### config.mk
export PLATFORM = sky130hd
export DESIGN_NAME = farx_gatekeeper
export DESIGN_NICKNAME = d
export VERILOG_FILES = /design/src/rtl/farx_pkg.sv /design/src/rtl/farx_desc_decode.sv /design/src/rtl/farx_rules.sv /design/src/rtl/farx_gatekeeper.sv
export SDC_FILE = /design/constraint.sdc
export NUM_CORES = 1
export LEC_CHECK = 0
export BUFFER_PORTS_ARGS = -buffer_cell sky130_fd_sc_hd__buf_2
export CORE_AREA = 2 2 92 94
export CTS_BUF_LIST = sky130_fd_sc_hd__clkbuf_16
export CTS_CLUSTER_DIAMETER = 40
export DETAILED_ROUTE_END_ITERATION = 12
export DIE_AREA = 0 0 94 96
export GPL_ROUTABILITY_DRIVEN = 0
export PLACE_DENSITY = 0.77
export RECOVER_POWER = 25
export SETUP_SLACK_MARGIN = 0.15
export SYNTH_ARGS = -nofsm -noshare
export SYNTH_HDL_FRONTEND = slang
export SYNTH_SLANG_ARGS = --single-unit
### constraint.sdc
create_clock -name clk -period 2.37 [get_ports clk]
set_input_delay 0.1185 -clock clk [delete_from_list [all_inputs] [get_ports clk]]
set_output_delay 0.1185 -clock clk [all_outputs]
set_load 0.005 [all_outputs]
### src/rtl/farx_pkg.sv
package farx_pkg;
    localparam int DESC_W = 64;
    localparam int SEL_W  = 16;
    localparam int OFS_W  = 32;
    localparam int PL_W   = 2;
    localparam int HALF_OFS = OFS_W / 2;

    localparam int P_BIT    = 47;
    localparam int DPL_LO   = 45;
    localparam int S_BIT    = 44;
    localparam int CODE_BIT = 43;
    localparam int CONF_BIT = 42;
    localparam int TYPE_LO  = 40;
    localparam int GSEL_LO  = 16;
    localparam int GOFS_HI  = 48;

    localparam logic [3:0] CALL_GATE_TYPE = 4'hC;

    typedef logic [PL_W-1:0] pl_t;

    typedef struct packed {
        logic             present;
        pl_t              dpl;
        logic             is_seg;
        logic             is_code;
        logic             is_conf;
        logic [3:0]       sys_type;
        logic [SEL_W-1:0] gsel;
        logic [OFS_W-1:0] gofs;
    } desc_t;

    typedef struct packed {
        logic             allow;
        logic             np;
        logic             gp;
        logic [SEL_W-1:0] sel;
        logic [OFS_W-1:0] ofs;
        pl_t              cpl;
        logic             stk;
    } res_t;
endpackage

### src/rtl/farx_desc_decode.sv
module farx_desc_decode
    import farx_pkg::*;
(
    input  logic [DESC_W-1:0] desc_i,
    output desc_t             dec_o,
    output logic              spare_o
);
    always_comb begin
        dec_o.present  = desc_i[P_BIT];
        dec_o.dpl      = desc_i[DPL_LO +: PL_W];
        dec_o.is_seg   = desc_i[S_BIT];
        dec_o.is_code  = desc_i[CODE_BIT];
        dec_o.is_conf  = desc_i[CONF_BIT];
        dec_o.sys_type = desc_i[TYPE_LO +: 4];
        dec_o.gsel     = desc_i[GSEL_LO +: SEL_W];
        dec_o.gofs     = {desc_i[GOFS_HI +: HALF_OFS], desc_i[0 +: HALF_OFS]};
    end

    // reserved bits between the base fields and the access byte
    assign spare_o = ^desc_i[TYPE_LO-1:GSEL_LO+SEL_W];
endmodule

### src/rtl/farx_rules.sv
module farx_rules
    import farx_pkg::*;
#(
    parameter logic [3:0] GATE_TYPE = CALL_GATE_TYPE
) (
    input  desc_t            tgt_i,
    input  desc_t            dst_i,
    input  logic             is_call_i,
    input  pl_t              cpl_i,
    input  logic [SEL_W-1:0] sel_i,
    input  logic [OFS_W-1:0] ofs_i,
    output res_t             res_o,
    output logic             spare_o
);
    pl_t  eff_pl;
    logic tgt_gate;
    logic dir_priv_ok;
    logic dst_priv_ok;
    logic jmp_ok;
    pl_t  gate_cpl;

    always_comb begin
        eff_pl      = (sel_i[PL_W-1:0] > cpl_i) ? sel_i[PL_W-1:0] : cpl_i;
        tgt_gate    = !tgt_i.is_seg && (tgt_i.sys_type == GATE_TYPE);
        dir_priv_ok = tgt_i.is_conf ? (tgt_i.dpl <= cpl_i) : (tgt_i.dpl == cpl_i);
        dst_priv_ok = dst_i.dpl <= cpl_i;
        jmp_ok      = is_call_i || dst_i.is_conf || (dst_i.dpl == cpl_i);
        gate_cpl    = (!dst_i.is_conf && (dst_i.dpl < cpl_i)) ? dst_i.dpl : cpl_i;
    end

    always_comb begin
        res_o = '0;
        res_o.cpl = cpl_i;
        if (tgt_i.is_seg) begin
            if (!tgt_i.is_code || !dir_priv_ok) begin
                res_o.gp = 1'b1;
            end else if (!tgt_i.present) begin
                res_o.np = 1'b1;
            end else begin
                res_o.allow = 1'b1;
                res_o.sel   = {sel_i[SEL_W-1:PL_W], cpl_i};
                res_o.ofs   = ofs_i;
            end
        end else if (!tgt_gate) begin
            res_o.gp = 1'b1;
        end else if (eff_pl > tgt_i.dpl) begin
            res_o.gp = 1'b1;
        end else if (!tgt_i.present) begin
            res_o.np = 1'b1;
        end else if (!dst_i.is_seg || !dst_i.is_code || !dst_priv_ok || !jmp_ok) begin
            res_o.gp = 1'b1;
        end else if (!dst_i.present) begin
            res_o.np = 1'b1;
        end else begin
            res_o.allow = 1'b1;
            res_o.cpl   = gate_cpl;
            res_o.stk   = (gate_cpl != cpl_i);
            res_o.sel   = {tgt_i.gsel[SEL_W-1:PL_W], gate_cpl};
            res_o.ofs   = tgt_i.gofs;
        end
    end

    assign spare_o = ^{dst_i.gsel, dst_i.gofs, dst_i.sys_type, tgt_i.gsel[PL_W-1:0]};
endmodule

### src/rtl/farx_gatekeeper.sv
module farx_gatekeeper
    import farx_pkg::*;
(
    input  logic              clk,
    input  logic              rst_n,
    input  logic              req_valid,
    input  logic              is_call,
    input  logic [1:0]        cur_cpl,
    input  logic [15:0]       sel_in,
    input  logic [31:0]       ofs_in,
    input  logic [63:0]       desc_a,
    input  logic [63:0]       desc_b,
    output logic              out_valid,
    output logic              allow,
    output logic              fault_np,
    output logic              fault_gp,
    output logic [15:0]       new_sel,
    output logic [31:0]       new_ofs,
    output logic [1:0]        new_cpl,
    output logic              stk_switch
);
    typedef struct packed {
        logic vld;
        res_t res;
    } stage_t;

    desc_t  dec_tgt;
    desc_t  dec_dst;
    res_t   verdict;
    logic   spare_tgt, spare_dst, spare_rules;
    stage_t stage_d, stage_q;

    farx_desc_decode u_dec_tgt (.desc_i(desc_a), .dec_o(dec_tgt), .spare_o(spare_tgt));
    farx_desc_decode u_dec_dst (.desc_i(desc_b), .dec_o(dec_dst), .spare_o(spare_dst));

    farx_rules u_rules (
        .tgt_i     (dec_tgt),
        .dst_i     (dec_dst),
        .is_call_i (is_call),
        .cpl_i     (cur_cpl),
        .sel_i     (sel_in),
        .ofs_i     (ofs_in),
        .res_o     (verdict),
        .spare_o   (spare_rules)
    );

    always_comb begin
        stage_d     = stage_q;
        stage_d.vld = req_valid;
        if (req_valid) begin
            stage_d.res = verdict;
        end
    end

    always_ff @(posedge clk) begin
        if (!rst_n) begin
            stage_q <= '0;
        end else begin
            stage_q <= stage_d;
        end
    end

    logic spare_all;
    assign spare_all = spare_tgt ^ spare_dst ^ spare_rules;

    assign out_valid  = stage_q.vld;
    assign allow      = stage_q.res.allow;
    assign fault_np   = stage_q.res.np;
    assign fault_gp   = stage_q.res.gp;
    assign new_sel    = stage_q.res.sel;
    assign new_ofs    = stage_q.res.ofs;
    assign new_cpl    = stage_q.res.cpl;
    assign stk_switch = stage_q.res.stk;
endmodule

==> results of run 1 <==
[per-stage QoR]
stage / hold slack [ns] / util [%] / power (mW) / setup slack (ns)
floorplan: 0.258 / - / 1.10 / 0.244
global placement: 0.364 / 48.1 / 1.24 / -0.0408
detailed placement: 0.370 / 48.1 / 1.25 / -0.146
CTS: 0.0645 / 49.8 / 1.95 / 0.158
global route: 0.0722 / 49.9 / 2.02 / 0.0681
finish: 0.0720 / 49.9 / 1.93 / 0.245
[repair_timing]
item | CTS | global route
gates resized for setup | 0 | 5
setup buffers | 0 | 1
setup endpoints to repair | 0 | 49
[logic make-up after synthesis]
| kind of cell | after synthesis | synth area share (%) |
|---|---|---|
| AO/OA/AOI/OAI | 110 | 28.4 |
| XOR/XNOR | 2 | 0.588 |
| multiplexers | 5 | 1.76 |
| flip-flops | 55 | 37.0 |
| AND/OR/NAND/NOR | 117 | 21.6 |
| adder cells (fa/ha/maj) | 9 | 3.78 |
| buffers and inverters | 36 | 6.85 |
[final timing paths]
kind,slack [ns],end,start,cells after the start
worst min register to register,0.46,new_cpl[0],new_cpl[0],2
worst max-delay path,0.24,stk_switch,cur_cpl[1],13
worst max register to register,1.51,new_ofs[15],new_ofs[15],3
worst min-delay path,0.07,new_ofs[27],desc_a[59],3
[sequential cells by signal, summed over array words and instances (netlist names)]
name and flops:
allow 1, fault_gp 1, new_cpl 2, out_valid 1, stk_switch 1, new_sel 16, fault_np 1, new_ofs 32
[placed cells by master (no fill, tap or decap), types with 13 or more instances in the layout]
cell type  count
inv_1         13
and2b_1       20
clkbuf_1      16
nand2_1       51
a21boi_1      21
a31oi_1       46
nor2b_1       28
a21boi_2      20
buf_2        153
dfxtp_1       55
[final cells by class]
cell class                      count  area, sq um  share of cell area (%)
Inverter                           11         41.3                    1.03
Tap cell                          105          131                    3.27
Multi-Input combinational cell    243         1680                    41.9
Clock buffer                        5          125                    3.11
Sequential cell                    55         1100                    27.4
Clock inverter                      3         12.5                   0.311
Timing Repair Buffer              181          923                    23.0
[critical path: stages]
cell	delay, ns
buf_2	0.10
inv_1	0.13
ha_1	0.29
nor2_1	0.15
o22ai_2	0.08
mux2i_1	0.20
ha_1	0.18
nor2b_1	0.04
a2bb2oi_1	0.12
buf_4	0.15
nor3_2	0.40
nand3_1	0.13
a21boi_0	0.25
[per-layer routing]
layer  track usage, %  vias to the layer above
met4             3.38                        0
met3             4.86                        6
li1                 -                     1500
met1             19.8                     1412
met5                0                        -
met2             30.8                      110
[power breakdown]
group / total (mW) / internal, mW / switching [mW]
registers: 0.947 / 0.939 / 0.00737
logic: 0.288 / 0.151 / 0.137
clock network: 0.692 / 0.383 / 0.309
==> metrics, run 1 <==
status complete, but fails checks; failing checks max-capacitance violations, max-slew violations; metal3 WL 601 um; Worst-Skew Late Latency 0.28 ns; Seq/Total Area, Yosys 37.0%; Least-Margin Pin Slew 1.85 ns; total grt overflow 0; most numerous cell in the Yosys netlist dfxtp_1; Synth async-reset ratio 0%; Cell Count, Final, Fillers Out 603; Syn Nets 525; All-Layer GR Usage 16.9%; synthesized instance count 334; DP Area 0.00387 sq mm; max-slew violations 52; Finish-stage setup viols 0; per-cell routed wire length 13.6 um; Post-Route WL 8170 um; antenna violations before repair 0; met2 wire length 3940 um; Leak 1.85 nW; Core Area 0.00805 sq mm; P&R area growth vs syn 35.0%; Top FF cell, synth dfxtp_1; vias post-DR 3028; I/O pin count 237; number of enable flip-flop cells after synthesis 0; CTS H-tree depth 2; Top Layer Used met4; Warnings, synthesis 0; Cell Rows 33; root buffer cell clkbuf_16; setup_tns 0 ns; Post-DP HPWL 5990 um; Max IR drop VDD 0.265 mV; Fin Clk Skew 0 ns; CTS clk-pin slew, worst paths 0.07 ns; CP Capture Type flip-flop; share of the synthesized area in the top cell type 37.0%; crit start category primary input; final net count 688; vias in the first global route 2795; crit share post-route 89.7%; Cell variety after synth 44; I/O Buffers 168; M1 WL 3580 um; die height 96 um; routed vias/inst 5.02; largest net degree at the start of global routing 52; first-pass GRT wire length 12500 um; Setup CP Type in2reg; crit path DAT 2.33 ns; CP max FO 6; Slew headroom -23.7%; cts bufs inserted 5; hold_buf cts 0; FF+latch count, synth 55; max-cap check violation count 1; placed insts 593; layout cells sized above 1 40.4%; hold crit path type in2reg; Diodes inserted 0; design area 0.00402 sq mm; post-synth top area cell dfxtp_1; P per Cell Area 479 mW/mm^2; die footprint 0.00902 sq mm; die width 94 um; residual DRC count 0; First-pass DRT Iterations 4; CTS tree yes; CP Data Required Time 2.58 ns; Final Hold Fails 0; RSZ-0062 raised after global routing yes; most common library cells after synthesis 55 x dfxtp_1, 51 x nand2_1, 46 x a31oi_1; initial core utilization 37.0%; number of DRC markers in iteration 0 96; Clock Sinks 55; Cell Area, Synth 0.00298 sq mm; total of fill cells in the finished design 800; Max clock buf depth 2; minimum clock period 2.13 ns; FMAX 471 MHz; post-route ant nets 0; largest cells by area after synthesis dfxtp_1 37%, a31oi_1 9.7%, a21boi_2 7.6%; Post-Syn Area per Cell 8.92 sq um
No activity file was read; power rests on OpenSTA's default activity.
==> run 2, diff against run 1 <==
MAX_ROUTING_LAYER = met4   (was not set)
==> run 2 against run 1 <==
Against the previous run: the flow still finishes with violations (max-capacitance violations, max-slew violations); critical endpoint unchanged; largest power group unchanged; cell area unchanged; highest routed layer unchanged; count of clock-buffer cells in the layout unchanged; combinational power about the same; total power about the same; clock power about the same.
==> metrics, run 2 (same netlist as run 1, synthesis figures left out) <==
Diodes inserted 0 (unchanged); die footprint 0.00902 sq mm (unchanged); design area 0.00402 sq mm (unchanged); placed insts 593 (unchanged); crit start category primary input; first-pass GRT wire length 12500 um (about the same); CTS H-tree depth 2 (unchanged); CTS tree yes; Cell Count, Final, Fillers Out 603 (unchanged); antenna violations before repair 0 (unchanged); Finish-stage setup viols 0 (unchanged); cts bufs inserted 5 (unchanged); failing checks max-capacitance violations, max-slew violations; Buf/Inv on CP 3 (unchanged); P per Cell Area 479 mW/mm^2 (about the same); total grt overflow 0 (unchanged); FF-to-FF path depth 3 (unchanged); hold depth 3 (unchanged); commonest cells after routing, fill and taps aside 153 x buf_2, 55 x dfxtp_1, 51 x nand2_1, 46 x a31oi_1, 28 x nor2b_1; slowest CP cell nor3_2; Slew headroom -23.5% (+0.12 points); hold path endpoint new_ofs[22]; Setup CP Type in2reg; crit share post-route 89.8% (+0.17 points); Max clock buf depth 2 (unchanged); routed vias/inst 5.02 (about the same); Crit path max-delay family simple AND/OR/NAND/NOR gates; NetSw 0.452 mW (-0.20%); status complete, but fails checks; max-slew violations 52 (unchanged); sequential share of power 49.2% (about the same); CP max FO 6 (unchanged); CP Capture Type flip-flop; Clk pwr share 35.9% (about the same); crit path DAT 2.33 ns (about the same); CTS clk-pin slew, worst paths 0.07 ns (about the same); Switching Fraction 23.5% (-0.035 points); DP Area 0.00387 sq mm (unchanged); I/O pin count 237 (unchanged); Core Area 0.00805 sq mm (unchanged); per-cell routed wire length 13.5 um (-0.33%); Critical Path Max Stage Delay 0.40 ns (about the same); final net count 688 (unchanged); Post-DP HPWL 5990 um (unchanged); Final Hold Fails 0 (unchanged); RSZ-0062 raised after global routing yes; die height 96 um (unchanged); Post-Route WL 8140 um (-0.33%); vias in the first global route 2796 (+0.036%); max reg flops 32 (unchanged); Crit Reg-Reg Startpoint new_ofs[15]; CP Data Required Time 2.58 ns (about the same); Max IR drop VDD 0.265 mV (-0.22%); Gate power share 14.9% (about the same); Least-Margin Pin Slew 1.85 ns (-0.00183 ns); vias post-DR 3027 (-0.033%); CP Cell Sequence buf_2 -> inv_1 -> ha_1 -> nor2_1 -> o22ai_2 -> mux2i_1 -> ha_1 -> nor2b_1 -> a2bb2oi_1 -> buf_4 -> nor3_2 -> nand3_1 -> a21boi_0; initial core utilization 37.0% (unchanged); number of DRC markers in iteration 0 101 (+5.2%); post-route ant nets 0 (unchanged); minimum clock period 2.13 ns (+0.00403 ns); Final Core Density 49.9% (unchanged); die width 94 um (unchanged); First-pass DRT Iterations 4 (unchanged); root buffer cell clkbuf_16; CP most frequent cell ha_1; Reg2Reg Setup Slack 1.51 ns (about the same); residual DRC count 0 (unchanged); Leak 1.85 nW (about the same); Fin Hold WS 0.0697 ns (-0.00226 ns); multi-input logic area 0.00168 sq mm (unchanged); Worst-Skew Late Latency 0.28 ns (about the same); FMAX 470 MHz (-0.19%); Fin Clk Skew 0 ns (unchanged); hold path startpoint desc_a[54]; most common cell after layout, fill and taps aside buf_2; P&R area growth vs syn 35.0% (unchanged); total of fill cells in the finished design 800 (unchanged); Crit Reg-Reg Endpoint new_ofs[15]; Cell Rows 33 (unchanged); Clock Sinks 55 (unchanged); layout cells sized above 1 40.4% (unchanged); max-cap check violation count 1 (unchanged); Cell Int Power 1.47 mW (about the same); hold crit path type in2reg; largest net degree at the start of global routing 52 (unchanged); I/O Buffers 168 (unchanged); FF/Latch Area 0.00110 sq mm (unchanged); All-Layer GR Usage 17.4% (+0.48 points)
## run 2: changes by cell type in the layout (fill, tap and decap cells not counted)
cell / previous run / this run
clkbuf_4: 1 / 0
buf_4: 9 / 10
## run 2: final cells by class
class	count	share of cell area (%)
well taps	105	3.27
multi-input cells	243	41.9
repair buffers	181	23.0
flip-flops and latches	55	27.4
inverters	11	1.03
clock buffers	5	3.11
clock inverters	3	0.311
## run 2: stage by stage
step	TNS [ns]	setup WS, ns	total power [mW]
3_3_place_gp	-0.0419	-0.0408	1.24
2_1_floorplan	0	0.244	1.10
3_5_place_dp	-3.44	-0.146	1.25
5_1_grt	0	0.0681	2.02
6_report	0	0.241	1.93
4_1_cts	0	0.158	1.95
## run 2: worst max-delay path by stage
stage | from | endpoint | cells after the start
6_report | cur_cpl[1] | stk_switch | 13
5_1_grt | cur_cpl[1] | stk_switch | 13
4_1_cts | cur_cpl[1] | new_ofs[18] | 13
3_5_place_dp | cur_cpl[1] | new_ofs[18] | 13
3_3_place_gp | cur_cpl[1] | new_ofs[18] | 13
2_1_floorplan | cur_cpl[1] | new_ofs[8] | 11
## run 2: tightest hold or removal path: stages
cell and delay [ns]:
buf_2 0.09, nand2_1 0.05, a21boi_1 0.05
## run 2: power groups by stage
stage	combinational [mW]	clock [mW]	sequential (mW)
2_1_floorplan	0.136	0	0.968
3_3_place_gp	0.277	0	0.967
3_5_place_dp	0.285	0	0.968
4_1_cts	0.287	0.721	0.946
5_1_grt	0.318	0.758	0.948
6_report	0.288	0.691	0.947
## run 2: what timing repair did
item | 4_1_cts | 5_1_grt
endpoints found under the setup margin | 0 | 49
hold buffers | 0 | 0
setup buffers | 0 | 1
resized for setup | 0 | 6
## run 2: routing by layer
layer / share of wire [%] / up-vias / GRT usage (%) / wire length (um)
met5: 0 / - / - / 0
met4: 0.52 / 0 / 3.38 / 42
met3: 7.0 / 5 / 4.07 / 570
met2: 48 / 113 / 30.8 / 3950
met1: 44 / 1410 / 20.2 / 3580
li1: - / 1499 / - / -
==> run 3, diff against run 2 <==
clock period = 2.1 ns   (was 2.37 ns; I/O delays follow)
==> run 3 against run 2 <==
Against the previous run: largest power group unchanged; clock skew unchanged; cell area increased by 6.7%; combinational power increased by 24%; sequential power increased by 13%; via count increased by 0.36%; worst hold slack got worse by 0.016 ns; final cell count increased by 0.17%; non-clock buffer count unchanged; the flow still finishes with violations (max-capacitance violations, max-slew violations); global-route usage decreased by 0.065 points; count of clock-buffer cells in the layout unchanged.
==> metrics, run 3 (same netlist as run 1, synthesis figures left out) <==
Setup CP Type in2reg; Leak 2.00 nW (+8.1%); post-route ant nets 0 (unchanged); FMAX 508 MHz; Clock Sinks 55 (unchanged); Post-Route WL 8520 um (+4.6%); design area 0.00429 sq mm (+6.7%); I/O pin count 237 (unchanged); total grt overflow 0 (unchanged); P&R area growth vs syn 44.0%; RSZ-0062 raised after global routing yes; vias in the first global route 2804 (+0.29%); CP Capture Type flip-flop; Core Area 0.00805 sq mm (unchanged); P per Cell Area 548 mW/mm^2 (+14%); commonest cells after routing, fill and taps aside 152 x buf_2, 55 x dfxtp_1, 46 x a31oi_1, 39 x nand2_1, 27 x nor2b_1; status complete, but fails checks; max reg flops 32 (unchanged); minimum clock period 1.97 ns; DP Area 0.00393 sq mm (+1.4%); Finish-stage setup viols 0 (unchanged); cts bufs inserted 5 (unchanged); Worst-Skew Late Latency 0.28 ns (about the same); CTS H-tree depth 2 (unchanged); hold crit path type in2reg; Setup WS post-layout 0.132 ns (-0.109 ns); layout cells sized above 1 45.0% (+4.6 points); hold_buf cts 0 (unchanged); initial core utilization 37.0% (unchanged); antenna violations before repair 1 (+1); Cell Count, Final, Fillers Out 604 (+0.17%); crit share post-route 93.7%; die width 94 um (unchanged); multi-input logic area 0.00184 sq mm (+9.4%); die height 96 um (unchanged); die footprint 0.00902 sq mm (unchanged); root buffer cell clkbuf_16; max-cap check violation count 1 (unchanged); Least-Margin Pin Slew 1.56 ns (-0.296 ns); crit path DAT 2.18 ns (-0.15 ns); routed vias/inst 5.03 (+0.20%); placed insts 590 (-0.51%); CTS tree yes; Final Power 2.35 mW (+22%); setup slack after placement -0.138 ns (+0.00759 ns); Final Hold Fails 0 (unchanged); Cell Rows 33 (unchanged); Post-DP HPWL 5970 um (-0.29%); CP max FO 19 (+13); largest net degree at the start of global routing 102 (+96%); failing checks max-capacitance violations, max-slew violations; max-slew violations 102 (+96%); I/O Buffers 168 (unchanged); residual DRC count 0 (unchanged); vias post-DR 3038 (+0.36%); Fin Clk Skew 0 ns (unchanged); number of DRC markers in iteration 0 59 (-42%); First-pass DRT Iterations 6 (+2); crit start category primary input; CTS clk-pin slew, worst paths 0.07 ns (about the same); Slew headroom -3.83% (+20 points); per-cell routed wire length 14.1 um (+4.4%); first-pass GRT wire length 12400 um (-0.78%); most common cell after layout, fill and taps aside buf_2; Max clock buf depth 2 (unchanged); total of fill cells in the finished design 738 (-7.8%); FF/Latch Area 0.00110 sq mm (unchanged); Max IR drop VDD 0.326 mV (+23%); All-Layer GR Usage 17.3% (-0.065 points); final net count 688 (unchanged); CP Data Required Time 2.31 ns (-0.27 ns)
-- run 3: cell count changes in the layout (fill, tap and decap cells not counted), moves of 2 or more --
cell,change
a21boi_0,-3
a21boi_2,+4
buf_12,+3
buf_4,-4
clkbuf_16,+2
ha_1,-2
inv_1,-3
nand2_1,-12
nand2_4,+12
-- run 3: area by class of cell --
| cell class | count | share of cell area, % |
|---|---|---|
| multi-input cells | 243 | 43.0 |
| flip-flops and latches | 55 | 25.7 |
| repair buffers | 181 | 23.4 |
| well taps | 105 | 3.06 |
| clock buffers | 5 | 2.92 |
| inverters | 11 | 1.05 |
| clock inverters | 3 | 0.904 |
| diodes | 1 | 0.0583 |
-- run 3: what timing repair did --
action / 4_1_cts / 5_1_grt
endpoints found under the setup margin: 0 / 52
buffers inserted: 0 / 3
gates resized for setup: 0 / 44
-- run 3: where the power goes --
group	switching [mW]	internal, mW
Clock	0.366	0.557
Combinational	0.171	0.186
Sequential	0.00882	1.06
-- run 3: worst paths after layout --
kind / start / to / slack, ns / depth (start not counted)
max: cur_cpl[1] / new_ofs[13] / 0.13 / 14
min: desc_a[14] / new_ofs[14] / 0.05 / 3
max reg2reg: new_ofs[18] / new_ofs[18] / 1.21 / 3
min reg2reg: new_cpl[0] / new_cpl[0] / 0.48 / 2
-- run 3: metrics by stage --
stage / TNS [ns] / utilization [%] / hold WS (ns)
5_1_grt: 0 / 53.3 / 0.0556
6_report: 0 / 53.3 / 0.0541
3_3_place_gp: -2.26 / 48.8 / 0.351
2_1_floorplan: 0 / - / 0.244
3_5_place_dp: -3.56 / 48.8 / 0.357
4_1_cts: 0 / 50.8 / 0.0502
-- run 3: routing by layer --
metal / vias up / GRT usage [%] / part of all wire, %
li1: 1501 / - / -
met1: 1404 / 20.5 / 43
met2: 122 / 30.2 / 49
met3: 11 / 3.68 / 7.4
met4: 0 / 4.11 / 1.2
met5: - / - / 0
-- run 3: worst max-delay path: stages --
cell and delay [ns]:
buf_8 0.08, clkinvlp_4 0.13, ha_4 0.32, nor2_4 0.03
o22ai_2 0.10, mux2i_1 0.21, ha_2 0.22, nor2b_4 0.05
a2bb2oi_4 0.16, nor4_4 0.22, buf_6 0.18, buf_12 0.15
nand2_1 0.06, a21boi_0 0.16
